<file path="src/rtl/cart_bank_pkg.sv">
// Shared constants and types for the cartridge bank controller.
// Assumes a 16-bit CPU address map with the control space at 0x0000-0x7FFF.
package cart_bank_pkg;

    localparam logic [7:0] RAM_UNLOCK_KEY = 8'h0A;
    localparam logic [7:0] RAM_IDLE_DATA  = 8'hFF;
    localparam int         ROM_OFS_W      = 14;  // 16 KB bank offset
    localparam int         RAM_OFS_W      = 13;  // 8 KB page offset
    localparam logic [2:0] RAM_WINDOW_TAG = 3'b101;  // 0xA000-0xBFFF

    typedef enum logic [2:0] {
        CTL_NONE,
        CTL_RAM_GATE,
        CTL_BANK_LOW,
        CTL_BANK_TOP,
        CTL_RAM_PAGE,
        CTL_DEAD
    } ctl_kind_e;

    // Classify a control-space write from the top address nibble.
    function automatic ctl_kind_e classify_write(input logic [3:0] top);
        ctl_kind_e k;
        if (top[3])
            k = CTL_NONE;
        else begin
            unique case (top[2:1])
                2'b00: k = CTL_RAM_GATE;
                2'b01: k = top[0] ? CTL_BANK_TOP : CTL_BANK_LOW;
                2'b10: k = CTL_RAM_PAGE;
                default: k = CTL_DEAD;
            endcase
        end
        return k;
    endfunction

endpackage

</file>
<file path="src/rtl/cart_ctl_regs.sv">
// Control register file: RAM gate, 9-bit ROM bank, 4-bit RAM page.
// Assumes writes are single-cycle strobes sampled on the rising edge.
module cart_ctl_regs
    import cart_bank_pkg::*;
(
    input  logic       clk,
    input  logic       rst_n,
    input  logic [3:0] wr_top,
    input  logic [7:0] wr_data,
    input  logic       wr_en,
    output logic       ram_gate,
    output logic [8:0] rom_bank,
    output logic [3:0] ram_page
);

    ctl_kind_e kind;

    // Decode which register a write targets.
    always_comb kind = wr_en ? classify_write(wr_top) : CTL_NONE;

    // Register updates with synchronous reset to bank 1 / page 0 / gated.
    always_ff @(posedge clk) begin
        if (!rst_n) begin
            ram_gate <= 1'b0;
            rom_bank <= 9'd1;
            ram_page <= 4'd0;
        end else begin
            unique case (kind)
                CTL_RAM_GATE: ram_gate      <= (wr_data == RAM_UNLOCK_KEY);
                CTL_BANK_LOW: rom_bank[7:0] <= wr_data;
                CTL_BANK_TOP: rom_bank[8]   <= wr_data[0];
                CTL_RAM_PAGE: ram_page      <= wr_data[3:0];
                default: ;
            endcase
        end
    end

    AST_RESET_VALUES: assert property (@(posedge clk) disable iff (!rst_n)
        $past(!rst_n) |-> (rom_bank == 9'd1 && ram_page == 4'd0 && !ram_gate));
    AST_EXACT_KEY: assert property (@(posedge clk) disable iff (!rst_n)
        (wr_en && wr_top[3:1] == 3'b000) |=> (ram_gate == ($past(wr_data) == 8'h0A)));
    AST_LOW_KEEPS_TOP: assert property (@(posedge clk) disable iff (!rst_n)
        (wr_en && wr_top == 4'h2) |=> (rom_bank[8] == $past(rom_bank[8]) &&
                                       rom_bank[7:0] == $past(wr_data)));
    AST_TOP_KEEPS_LOW: assert property (@(posedge clk) disable iff (!rst_n)
        (wr_en && wr_top == 4'h3) |=> (rom_bank[7:0] == $past(rom_bank[7:0]) &&
                                       rom_bank[8] == $past(wr_data[0])));
    AST_PAGE_NIBBLE: assert property (@(posedge clk) disable iff (!rst_n)
        (wr_en && wr_top[3:1] == 3'b010) |=> (ram_page == $past(wr_data[3:0])));
    AST_DEAD_WRITE: assert property (@(posedge clk) disable iff (!rst_n)
        (wr_en && wr_top[3:1] == 3'b011) |=> ($stable(rom_bank) && $stable(ram_page) &&
                                              $stable(ram_gate)));

endmodule

</file>
<file path="src/rtl/cart_rom_map.sv">
// ROM address translation: fixed bank 0 below 0x4000, selected bank above.
// Assumes 2 <= BANKS <= 512; bank numbers wrap modulo BANKS.
module cart_rom_map
    import cart_bank_pkg::*;
#(
    parameter int BANKS  = 96,
    parameter int BANK_W = $clog2(BANKS),
    parameter int AW     = BANK_W + ROM_OFS_W
) (
    input  logic          clk,
    input  logic          rst_n,
    input  logic [14:0]   cpu_addr,
    input  logic [8:0]    rom_bank,
    output logic [AW-1:0] rom_addr
);

    localparam bit POW2 = ((BANKS & (BANKS - 1)) == 0);

    logic [BANK_W-1:0] bank_eff;

    generate
        if (POW2) begin : g_mask
            // Power-of-two size: wrap by dropping high bank bits.
            always_comb bank_eff = rom_bank[BANK_W-1:0];
        end else begin : g_mod
            logic [9:0] bank_rem;
            // Other sizes: wrap by a true remainder.
            always_comb begin
                bank_rem = {1'b0, rom_bank} % 10'(BANKS);
                bank_eff = bank_rem[BANK_W-1:0];
            end
        end
    endgenerate

    // Pick bank 0 for the low window, the wrapped bank for the high one.
    always_comb
        rom_addr = {(cpu_addr[14] ? bank_eff : {BANK_W{1'b0}}), cpu_addr[13:0]};

    AST_LOW_WINDOW_BANK0: assert property (@(posedge clk) disable iff (!rst_n)
        !cpu_addr[14] |-> (rom_addr[AW-1:ROM_OFS_W] == '0));
    AST_BANK_IN_RANGE: assert property (@(posedge clk) disable iff (!rst_n)
        cpu_addr[14] |-> (int'(rom_addr[AW-1:ROM_OFS_W]) < BANKS));

endmodule

</file>
<file path="src/rtl/cart_ram_map.sv">
// RAM window translation and gating for the 0xA000-0xBFFF window.
// Assumes the RAM array returns read data combinationally; PAGES may be 0.
module cart_ram_map
    import cart_bank_pkg::*;
#(
    parameter int PAGES = 4,
    parameter int AW    = RAM_OFS_W + ((PAGES > 1) ? $clog2(PAGES) : 0)
) (
    input  logic          clk,
    input  logic          rst_n,
    input  logic [15:0]   cpu_addr,
    input  logic          cpu_rd,
    input  logic          cpu_wr,
    input  logic          ram_gate,
    input  logic [3:0]    ram_page,
    input  logic [7:0]    ram_rdata,
    output logic [AW-1:0] ram_addr,
    output logic          ram_re,
    output logic          ram_we,
    output logic [7:0]    cpu_ram_rdata
);

    localparam bit FITTED = (PAGES > 0);
    localparam int PAGE_W = (PAGES > 1) ? $clog2(PAGES) : 1;
    localparam bit POW2   = ((PAGES & (PAGES - 1)) == 0);

    logic in_window;
    logic usable;

    // Window hit and access permission.
    always_comb begin
        in_window = (cpu_addr[15:13] == RAM_WINDOW_TAG);
        usable    = FITTED && ram_gate && in_window;
    end

    generate
        if (PAGES <= 1) begin : g_single
            logic unused_page;
            // One page or none: the offset alone addresses the array.
            always_comb begin
                unused_page = ^ram_page;
                ram_addr    = cpu_addr[RAM_OFS_W-1:0];
            end
        end else if (POW2) begin : g_mask
            // Power-of-two page count: wrap by masking.
            always_comb ram_addr = {ram_page[PAGE_W-1:0], cpu_addr[RAM_OFS_W-1:0]};
        end else begin : g_mod
            logic [4:0] page_rem;
            // Other page counts: wrap by remainder.
            always_comb begin
                page_rem = {1'b0, ram_page} % 5'(PAGES);
                ram_addr = {page_rem[PAGE_W-1:0], cpu_addr[RAM_OFS_W-1:0]};
            end
        end
    endgenerate

    // Strobes and read-data substitution.
    always_comb begin
        ram_re        = usable && cpu_rd;
        ram_we        = usable && cpu_wr;
        cpu_ram_rdata = ram_re ? ram_rdata : RAM_IDLE_DATA;
    end

    AST_WE_NEEDS_GATE: assert property (@(posedge clk) disable iff (!rst_n)
        ram_we |-> (ram_gate && FITTED && cpu_addr[15:13] == 3'b101));
    AST_IDLE_READS_FF: assert property (@(posedge clk) disable iff (!rst_n)
        (cpu_rd && !ram_gate) |-> (cpu_ram_rdata == 8'hFF));

endmodule

</file>
<file path="src/rtl/cart_bank_ctrl.sv">
// Top of the cartridge bank controller: control registers plus ROM and RAM
// address translation. Assumes a single-cycle CPU strobe per access.
module cart_bank_ctrl
    import cart_bank_pkg::*;
#(
    parameter int ROM_BANKS = 96,
    parameter int RAM_PAGES = 4,
    parameter int ROM_AW    = $clog2(ROM_BANKS) + ROM_OFS_W,
    parameter int RAM_AW    = RAM_OFS_W + ((RAM_PAGES > 1) ? $clog2(RAM_PAGES) : 0)
) (
    input  logic              clk,
    input  logic              rst_n,
    input  logic [15:0]       cpu_addr,
    input  logic [7:0]        cpu_wdata,
    input  logic              cpu_rd,
    input  logic              cpu_wr,
    output logic [ROM_AW-1:0] rom_addr,
    output logic [RAM_AW-1:0] ram_addr,
    output logic              ram_re,
    output logic              ram_we,
    input  logic [7:0]        ram_rdata,
    output logic [7:0]        cpu_ram_rdata
);

    logic       ram_gate;
    logic [8:0] rom_bank;
    logic [3:0] ram_page;

    cart_ctl_regs u_regs (
        .clk      (clk),
        .rst_n    (rst_n),
        .wr_top   (cpu_addr[15:12]),
        .wr_data  (cpu_wdata),
        .wr_en    (cpu_wr),
        .ram_gate (ram_gate),
        .rom_bank (rom_bank),
        .ram_page (ram_page)
    );

    cart_rom_map #(.BANKS(ROM_BANKS), .AW(ROM_AW)) u_rom (
        .clk      (clk),
        .rst_n    (rst_n),
        .cpu_addr (cpu_addr[14:0]),
        .rom_bank (rom_bank),
        .rom_addr (rom_addr)
    );

    cart_ram_map #(.PAGES(RAM_PAGES), .AW(RAM_AW)) u_ram (
        .clk           (clk),
        .rst_n         (rst_n),
        .cpu_addr      (cpu_addr),
        .cpu_rd        (cpu_rd),
        .cpu_wr        (cpu_wr),
        .ram_gate      (ram_gate),
        .ram_page      (ram_page),
        .ram_rdata     (ram_rdata),
        .ram_addr      (ram_addr),
        .ram_re        (ram_re),
        .ram_we        (ram_we),
        .cpu_ram_rdata (cpu_ram_rdata)
    );

endmodule

</file>
<file path="config.mk">
export PLATFORM = sky130hd
export DESIGN_NAME = cart_bank_ctrl
export DESIGN_NICKNAME = d
export VERILOG_FILES = /design/src/rtl/cart_bank_pkg.sv /design/src/rtl/cart_ctl_regs.sv /design/src/rtl/cart_rom_map.sv /design/src/rtl/cart_ram_map.sv /design/src/rtl/cart_bank_ctrl.sv
export SDC_FILE = /design/constraint.sdc
export NUM_CORES = 1
export LEC_CHECK = 0
export BUFFER_PORTS_ARGS = -buffer_cell sky130_fd_sc_hd__buf_4
export CELL_PAD_IN_SITES_DETAIL_PLACEMENT = 1
export CELL_PAD_IN_SITES_GLOBAL_PLACEMENT = 2
export CORE_MARGIN = 5
export CORE_UTILIZATION = 16
export CTS_CLUSTER_DIAMETER = 30
export DETAILED_ROUTE_END_ITERATION = 8
export GPL_TIMING_DRIVEN = 1
export PLACE_DENSITY = 0.72
export SYNTH_ARGS = -nofsm -noshare
export SYNTH_HDL_FRONTEND = slang
export SYNTH_SLANG_ARGS = --single-unit
</file>
<file path="constraint.sdc">
create_clock -name clk -period 1.1 [get_ports clk]
set_input_delay 0.055 -clock clk [delete_from_list [all_inputs] [get_ports clk]]
set_output_delay 0.055 -clock clk [all_outputs]
set_load 0.05 [all_outputs]
</file>
==> results of run 1 <==
-- per-layer routing --
layer  up-vias  wire [microns]  track usage [%]
li1        404               -                -
met1       356            1112            8.723
met2        27            1228            10.28
met3         4             198            1.806
met4         0              47            3.541
met5         -               0                0
-- report_power, final --
| part | internal, mW | switching (mW) | leakage [nW] |
|---|---|---|---|
| logic | 0.107 | 0.116 | 0.477 |
| clock network | 0.317 | 0.171 | 0.0288 |
| registers | 0.436 | 0.00400 | 0.0985 |
-- cell type report --
cell class / instances / area share, %
clock buffer: 4 / 3.803
inverter: 3 / 0.7779
multi-input combinational: 66 / 37.51
sequential: 12 / 17.11
tap: 75 / 6.482
timing repair buffer: 54 / 34.31
-- cells in the mapped netlist (all sizes together) (2+ instances only) --
cell type and n:
mux2i 11, nor3b 2, o311a 2, or2 8, and4bb 2, dfxtp 12, nand4 2, o211ai 2
and2 5, buf 29, nor2b 5, nand2 17, clkbuf 2, inv 3
-- worst paths after layout --
kind                           start                 end  slack [ps]
hold / removal          cpu_wdata[6]  u_regs.rom_bank[6]          80
setup / recovery  u_regs.rom_bank[8]        rom_addr[20]        -370
setup reg to reg  u_regs.rom_bank[7]  u_regs.rom_bank[7]         380
hold reg to reg   u_regs.rom_bank[3]  u_regs.rom_bank[3]         460
-- stage by stage --
step | TNS, ps | instance area (sq um)
finish | -1388 | 1448
global route | -1897 | 1448
CTS | -1620 | 1411
detailed placement | -542.2 | 1226
global placement | -431.8 | 1226
floorplan | -120.7 | 947.2
-- flip-flops by register name, indices dropped and copies added, names as in the netlist --
name,count
u_regs.rom_bank,9
u_regs.ram_page,2
u_regs.ram_gate,1
-- what timing repair did --
item                       4_1_cts  5_1_grt
hold buffers                     0        0
gates cloned                     1        0
setup endpoints to repair       12       11
pin swaps                        2        0
resized for setup               33        6
-- worst max-delay path, cell delays in order, from the launching register on --
cell      delay (ps)
dfxtp_4          360
or3b_1           350
o211ai_1         100
o311a_4          220
buf_8            140
-- kinds of logic (layout without fill, tap and decap cells) --
family / count (synthesis) / in the layout
and+or+nand+nor: 48 / 49
buffers and inverters: 34 / 61
DFF: 12 / 12
muxes: 11 / 11
AOI/OAI and AO/OA: 5 / 5
xor gates and xnor gates: 1 / 1
==> results.md, run 1 <==
- Synth Area in XOR/XNOR: less than 1%
- Kind of critical path: reg2out
- Pleak: 0.6041 nW
- Hold Path Depth: 3
- Syn_area_per_cell: roughly 8.5 sq um
- Commonest non-fill, non-tap cells in the layout: 41 x buf_4, 17 x nand2_1, 11 x mux2i_1
- Final Net Count: around 180
- Initial core utilization: about 16%
- First-pass GRT wire length: roughly 3900 microns
- Failing checks: negative setup slack
- Synth unique cells: 27
- # fillers: between 600 and 700
- Via density: ~3.7
- Synth Register Bits: 12
- Status: finished with violations
- Reg2reg path depth: 3
- Count of buffers from port buffering: 45
- Root cell of the clock tree: clkbuf_8
- Final Setup Violations: 11
- Post-CTS Setup Repair Bufs: 0
- Simple-gate share of the synthesized area: 31.92%
- Worst Path Arrival: 1410 ps
- YS warnings: 0
- Layout cell share with drive strength beyond 1: ~55%
- Core Area: ~0.0058 sq mm
- Remaining Overflow, GRT: 0
- Drt wl/cell: ~12 microns
- Largest family of logic cells by synthesized area: simple AND/OR/NAND/NOR gates
- Overall Global Routing Usage: 6.779%
- GP Congestion: ~0.69
- P per Cell Area: 794.9 mW/mm^2
- Drt drc: 0
- Max Cap Violations: 0
- Commonest non-fill, non-tap cell in the layout: buf_4
- VDD IR max: ~0.32 mV
- Area fraction of the dominant cell type after synthesis: approximately a quarter
- Synth-to-Final Area Change: 53.25%
- CTS tree: yes
- Ports: between 80 and 90
- Standard-cell rows: 28
- Die Y: ~87 microns
- Top_reg_cell synth: dfxtp_1
- Required time worst endpoint: 1040 ps
- Final worst slack: -365.9 ps
- Via count: 791
- ANT nets after route: 0
- Die area: roughly 0.0075 sq mm
- Fin Clk Skew: 0 ps
- Syn Nets: ~150
- Clk buf depth: 2
- Post-synthesis mux area share: 11.66%
- Placed cells: 209
- Synth Area in Compound Gates: under 10%
- Largest net degree at the start of global routing: 23
- Synth async-reset ratio: 0%
- Clock transition at path regs: about 60 ps
- WL final: approximately 2600 microns
- Hold_ws: about 78 ps
- Post-Synthesis Cell Area: roughly 940 sq um
- 1st-pass router iterations: 3
- Sink Count: 12
- Post-synth EDFFs: 0
- Post-DP HPWL: 1999 microns
- HP Class: in2reg
- Final non-filler cell total: between 200 and 250
- Unrepaired setup endpoints after global routing: yes
- Htree depth: 1
- Tmin final: ~1500 ps
- Top cells by area, synth: dfxtp_1 25%, buf_4 21%, mux2i_1 12%, nand2_1 6.8%, or2_2 5.3%
- Die span in x: a little under 90 microns
- Pre-CTS setup slack: -170.3 ps
- Sequential fraction of the synthesis area: roughly 25%
- Period utilisation layout: 133.3%
- Num CTS Buffers: 3
- Clk_lat worst skew: roughly 240 ps
- Slew Limit Fails: 0
- Cell count after synthesis: approximately 110
- Fin. Hold Viols: 0
- Number of global-route vias before repair: just under 800
- Worst Tran Pin Value: approximately 380 ps
- Final Util: between 20 and 25%
- Fmax: 682.2 MHz
- Setup crit start kind: flip-flop
- FF/Latch Area: 247.7 sq um
- Initial antenna violation count: 0
- Drt first-iter violations: 17
- Multi-input gate area: 543.0 sq um
- Post-Synth Adder-Cell Area: 0%
- CP endpoint kind: output pin
- Diode count: 0
- Final Power: about 1.2 mW
- CP max FO: 4
- Cell taking the most area after synthesis: dfxtp_1
- Slew headroom: between 70% and 80%
Note: power is estimated with default switching activity, not from simulation.
==> run 2, diff against run 1 <==
- CAP_MARGIN: default -> 30
- REMOVE_ABC_BUFFERS: default -> 1
==> run 2 against run 1 <==
The run still ends with negative setup slack left. Clock skew stayed put. Critical path depth stayed put. Via count is 9.2% higher. Maximum frequency is 2.2% higher. Largest power group is now registers. Register-to-register slack worse by 220 ps. Wire length is 15% higher.
==> results.md, run 2 (synthesis results as in run 1) <==
- Drt first-iter violations: 23 (+6)
- Layout cell share with drive strength beyond 1: 56.34% (+1.7 points)
- Htree depth: 1 (unchanged)
- Tmin final: 1434 ps (-31.74 ps)
- Gate power share: 20.9% (+1.5 points)
- Overall Global Routing Usage: 8.227% (+1.4 points)
- Largest regs: u_regs.rom_bank x9, u_regs.ram_page x2, u_regs.ram_gate x1
- Initial core utilization: 16.24% (unchanged)
- Final Setup Violations: 11 (unchanged)
- Max FFs per register: 9 (unchanged)
- Fin. Hold Viols: 0 (unchanged)
- Largest net degree at the start of global routing: 23 (unchanged)
- Commonest non-fill, non-tap cell in the layout: buf_4
- Final Power: 1.056 mW (-8.2%)
- Clk_lat worst skew: 230 ps (about the same)
- Status: finished with violations
- Hold_ws: 83.82 ps (+6.200 ps)
- CP max FO: 4 (unchanged)
- Hold Buf Count CTS: 0 (unchanged)
- Pleak: 0.6109 nW (+1.1%)
- Dpl cell area: 0.001219 sq mm (-0.61%)
- Via count: 864 (+9.2%)
- Final worst slack: -334.1 ps (+31.74 ps)
- CTS tree: yes
- Fmax: 697.3 MHz (+2.2%)
- Drt wl/cell: 13.74 microns (+14%)
- Required time worst endpoint: 1040 ps (about the same)
- Highest-delay cell along the critical path: or3b_1
- Met2 WL: 1333 microns (+8.6%)
- Largest Register: u_regs.rom_bank
- Diode count: 0 (unchanged)
- ANT nets after route: 0 (unchanged)
- Commonest non-fill, non-tap cells in the layout: 45 x buf_4, 17 x nand2_1, 11 x mux2i_1
- Initial antenna violation count: 0 (unchanged)
- Num CTS Buffers: 3 (unchanged)
- Ports: 82 (unchanged)
- Period utilisation layout: 130.4% (-2.9 points)
- Net switching power: 0.2713 mW (-6.9%)
- Clock transition at path regs: 50 ps (about the same)
- P_int: 0.7848 mW (-8.7%)
- Fin Clk Skew: 0 ps (unchanged)
- Worst Tran Pin Value: 379.2 ps (-3.201 ps)
- Sink Count: 12 (unchanged)
- First-pass GRT wire length: 4767 microns (+21%)
- Final Util: 24.74% (-0.15 points)
- Count of buffers from port buffering: 45 (unchanged)
- Top Layer Used: met4
- Post-DP HPWL: 2352 microns (+18%)
- Core Area: 0.005816 sq mm (unchanged)
- Synth-to-Final Area Change: 52.32%
- VDD IR max: 0.2457 mV (-24%)
- WL final: 2981 microns (+15%)
- P per Cell Area: 734.0 mW/mm^2 (-7.7%)
- Number of global-route vias before repair: 972 (+23%)
- Post-Route M1 WL: 1198 microns (+7.7%)
- Setup crit start kind: flip-flop
- Die area: 0.007541 sq mm (unchanged)
- Drt drc: 0 (unchanged)
- Sequential Power Share: 41.9% (+3.7 points)
- Post-Layout Inst Area: 0.001439 sq mm (-0.61%)
- HP Class: in2reg
- Die span in x: 86.84 microns (unchanged)
- Met3 WL post-DR: 408 microns (+110%)
- Worst Path Arrival: 1380 ps (-30 ps)
- Max Cap Violations: 0 (unchanged)
- Clk buf depth: 2 (unchanged)
- Unrepaired setup endpoints after global routing: yes
- 1st-pass router iterations: 3 (unchanged)
- CP endpoint kind: output pin
- Remaining Overflow, GRT: 0 (unchanged)
- GP Congestion: 0.6469 (-5.9%)
- Switching Fraction: 25.69% (+0.37 points)
- Die Y: 86.84 microns (unchanged)
- Failing checks: negative setup slack
- Final Net Count: 180 (+2.3%)
- Root cell of the clock tree: clkbuf_8
- Clk pwr share: 37.2% (-5.2 points)
- Slew Limit Fails: 0 (unchanged)
- Slowest cell delay on critical path: 370 ps (about the same)
- Via density: 3.982 (+7.7%)
- Kind of critical path: reg2out
- Crit path cell chain: or3b_1 -> o211ai_1 -> o311a_1 -> buf_6
- Standard-cell rows: 28 (unchanged)
- Slew headroom: 74.37% (+0.092 points)
-- run 2: cell types whose count changed in the layout (fill, tap and decap cells not counted), sizes merged --
cell,before,now
clkbuf,4,3
buf,54,58
-- run 2: worst max-delay path, delay by kind of cell (launching register included) --
kind	cells	cell delay, ps
compound gates	2	290
simple gates	1	370
buf+inv	1	160
flops	1	330
-- run 2: final cells by class --
cell class                 count  area [sq um]
clock buffer                   3         41.29
sequential                    12         247.7
multi-input combinational     66         534.3
timing repair buffer          58         510.5
tap                           75         93.84
inverter                       3         11.26
fill                         694          4377
-- run 2: worst paths after layout --
path                      start                 end  slack, ps  cells past startpoint
min                cpu_wdata[7]  u_regs.rom_bank[7]         80                      3
min reg2reg  u_regs.rom_bank[3]  u_regs.rom_bank[3]        450                      2
max reg2reg     u_regs.ram_gate     u_regs.ram_gate        160                      5
max          u_regs.rom_bank[6]        rom_addr[20]       -330                      4
-- run 2: power by group through the flow --
stage | Combinational (mW) | Sequential [mW] | Clock (mW)
5_1_grt | 0.240 | 0.443 | 0.447
4_1_cts | 0.224 | 0.442 | 0.422
3_5_place_dp | 0.211 | 0.454 | 0
3_3_place_gp | 0.210 | 0.454 | 0
2_1_floorplan | 0.0544 | 0.459 | 0
6_report | 0.220 | 0.443 | 0.393
-- run 2: routing by layer --
layer	up-vias	track usage [%]
li1	415	-
met5	-	0
met1	387	9.060
met3	2	4.848
met4	0	4.249
met2	60	12.42
-- run 2: timing repair --
item	CTS	global route
setup buffers	2	1
gates resized for setup	39	0
hold endpoints to repair	0	0
pin swaps	3	2
gates cloned	1	0
endpoints found under the setup margin	12	11
-- run 2: through the flow --
stage          cells  worst slack [ps]  setup TNS [ps]
2_1_floorplan     80            -254.0          -380.0
3_3_place_gp     210            -111.2          -293.8
3_5_place_dp     210            -130.3          -494.6
4_1_cts          216            -356.8           -1572
5_1_grt          217            -398.4           -1926
6_report         217            -334.1           -1365
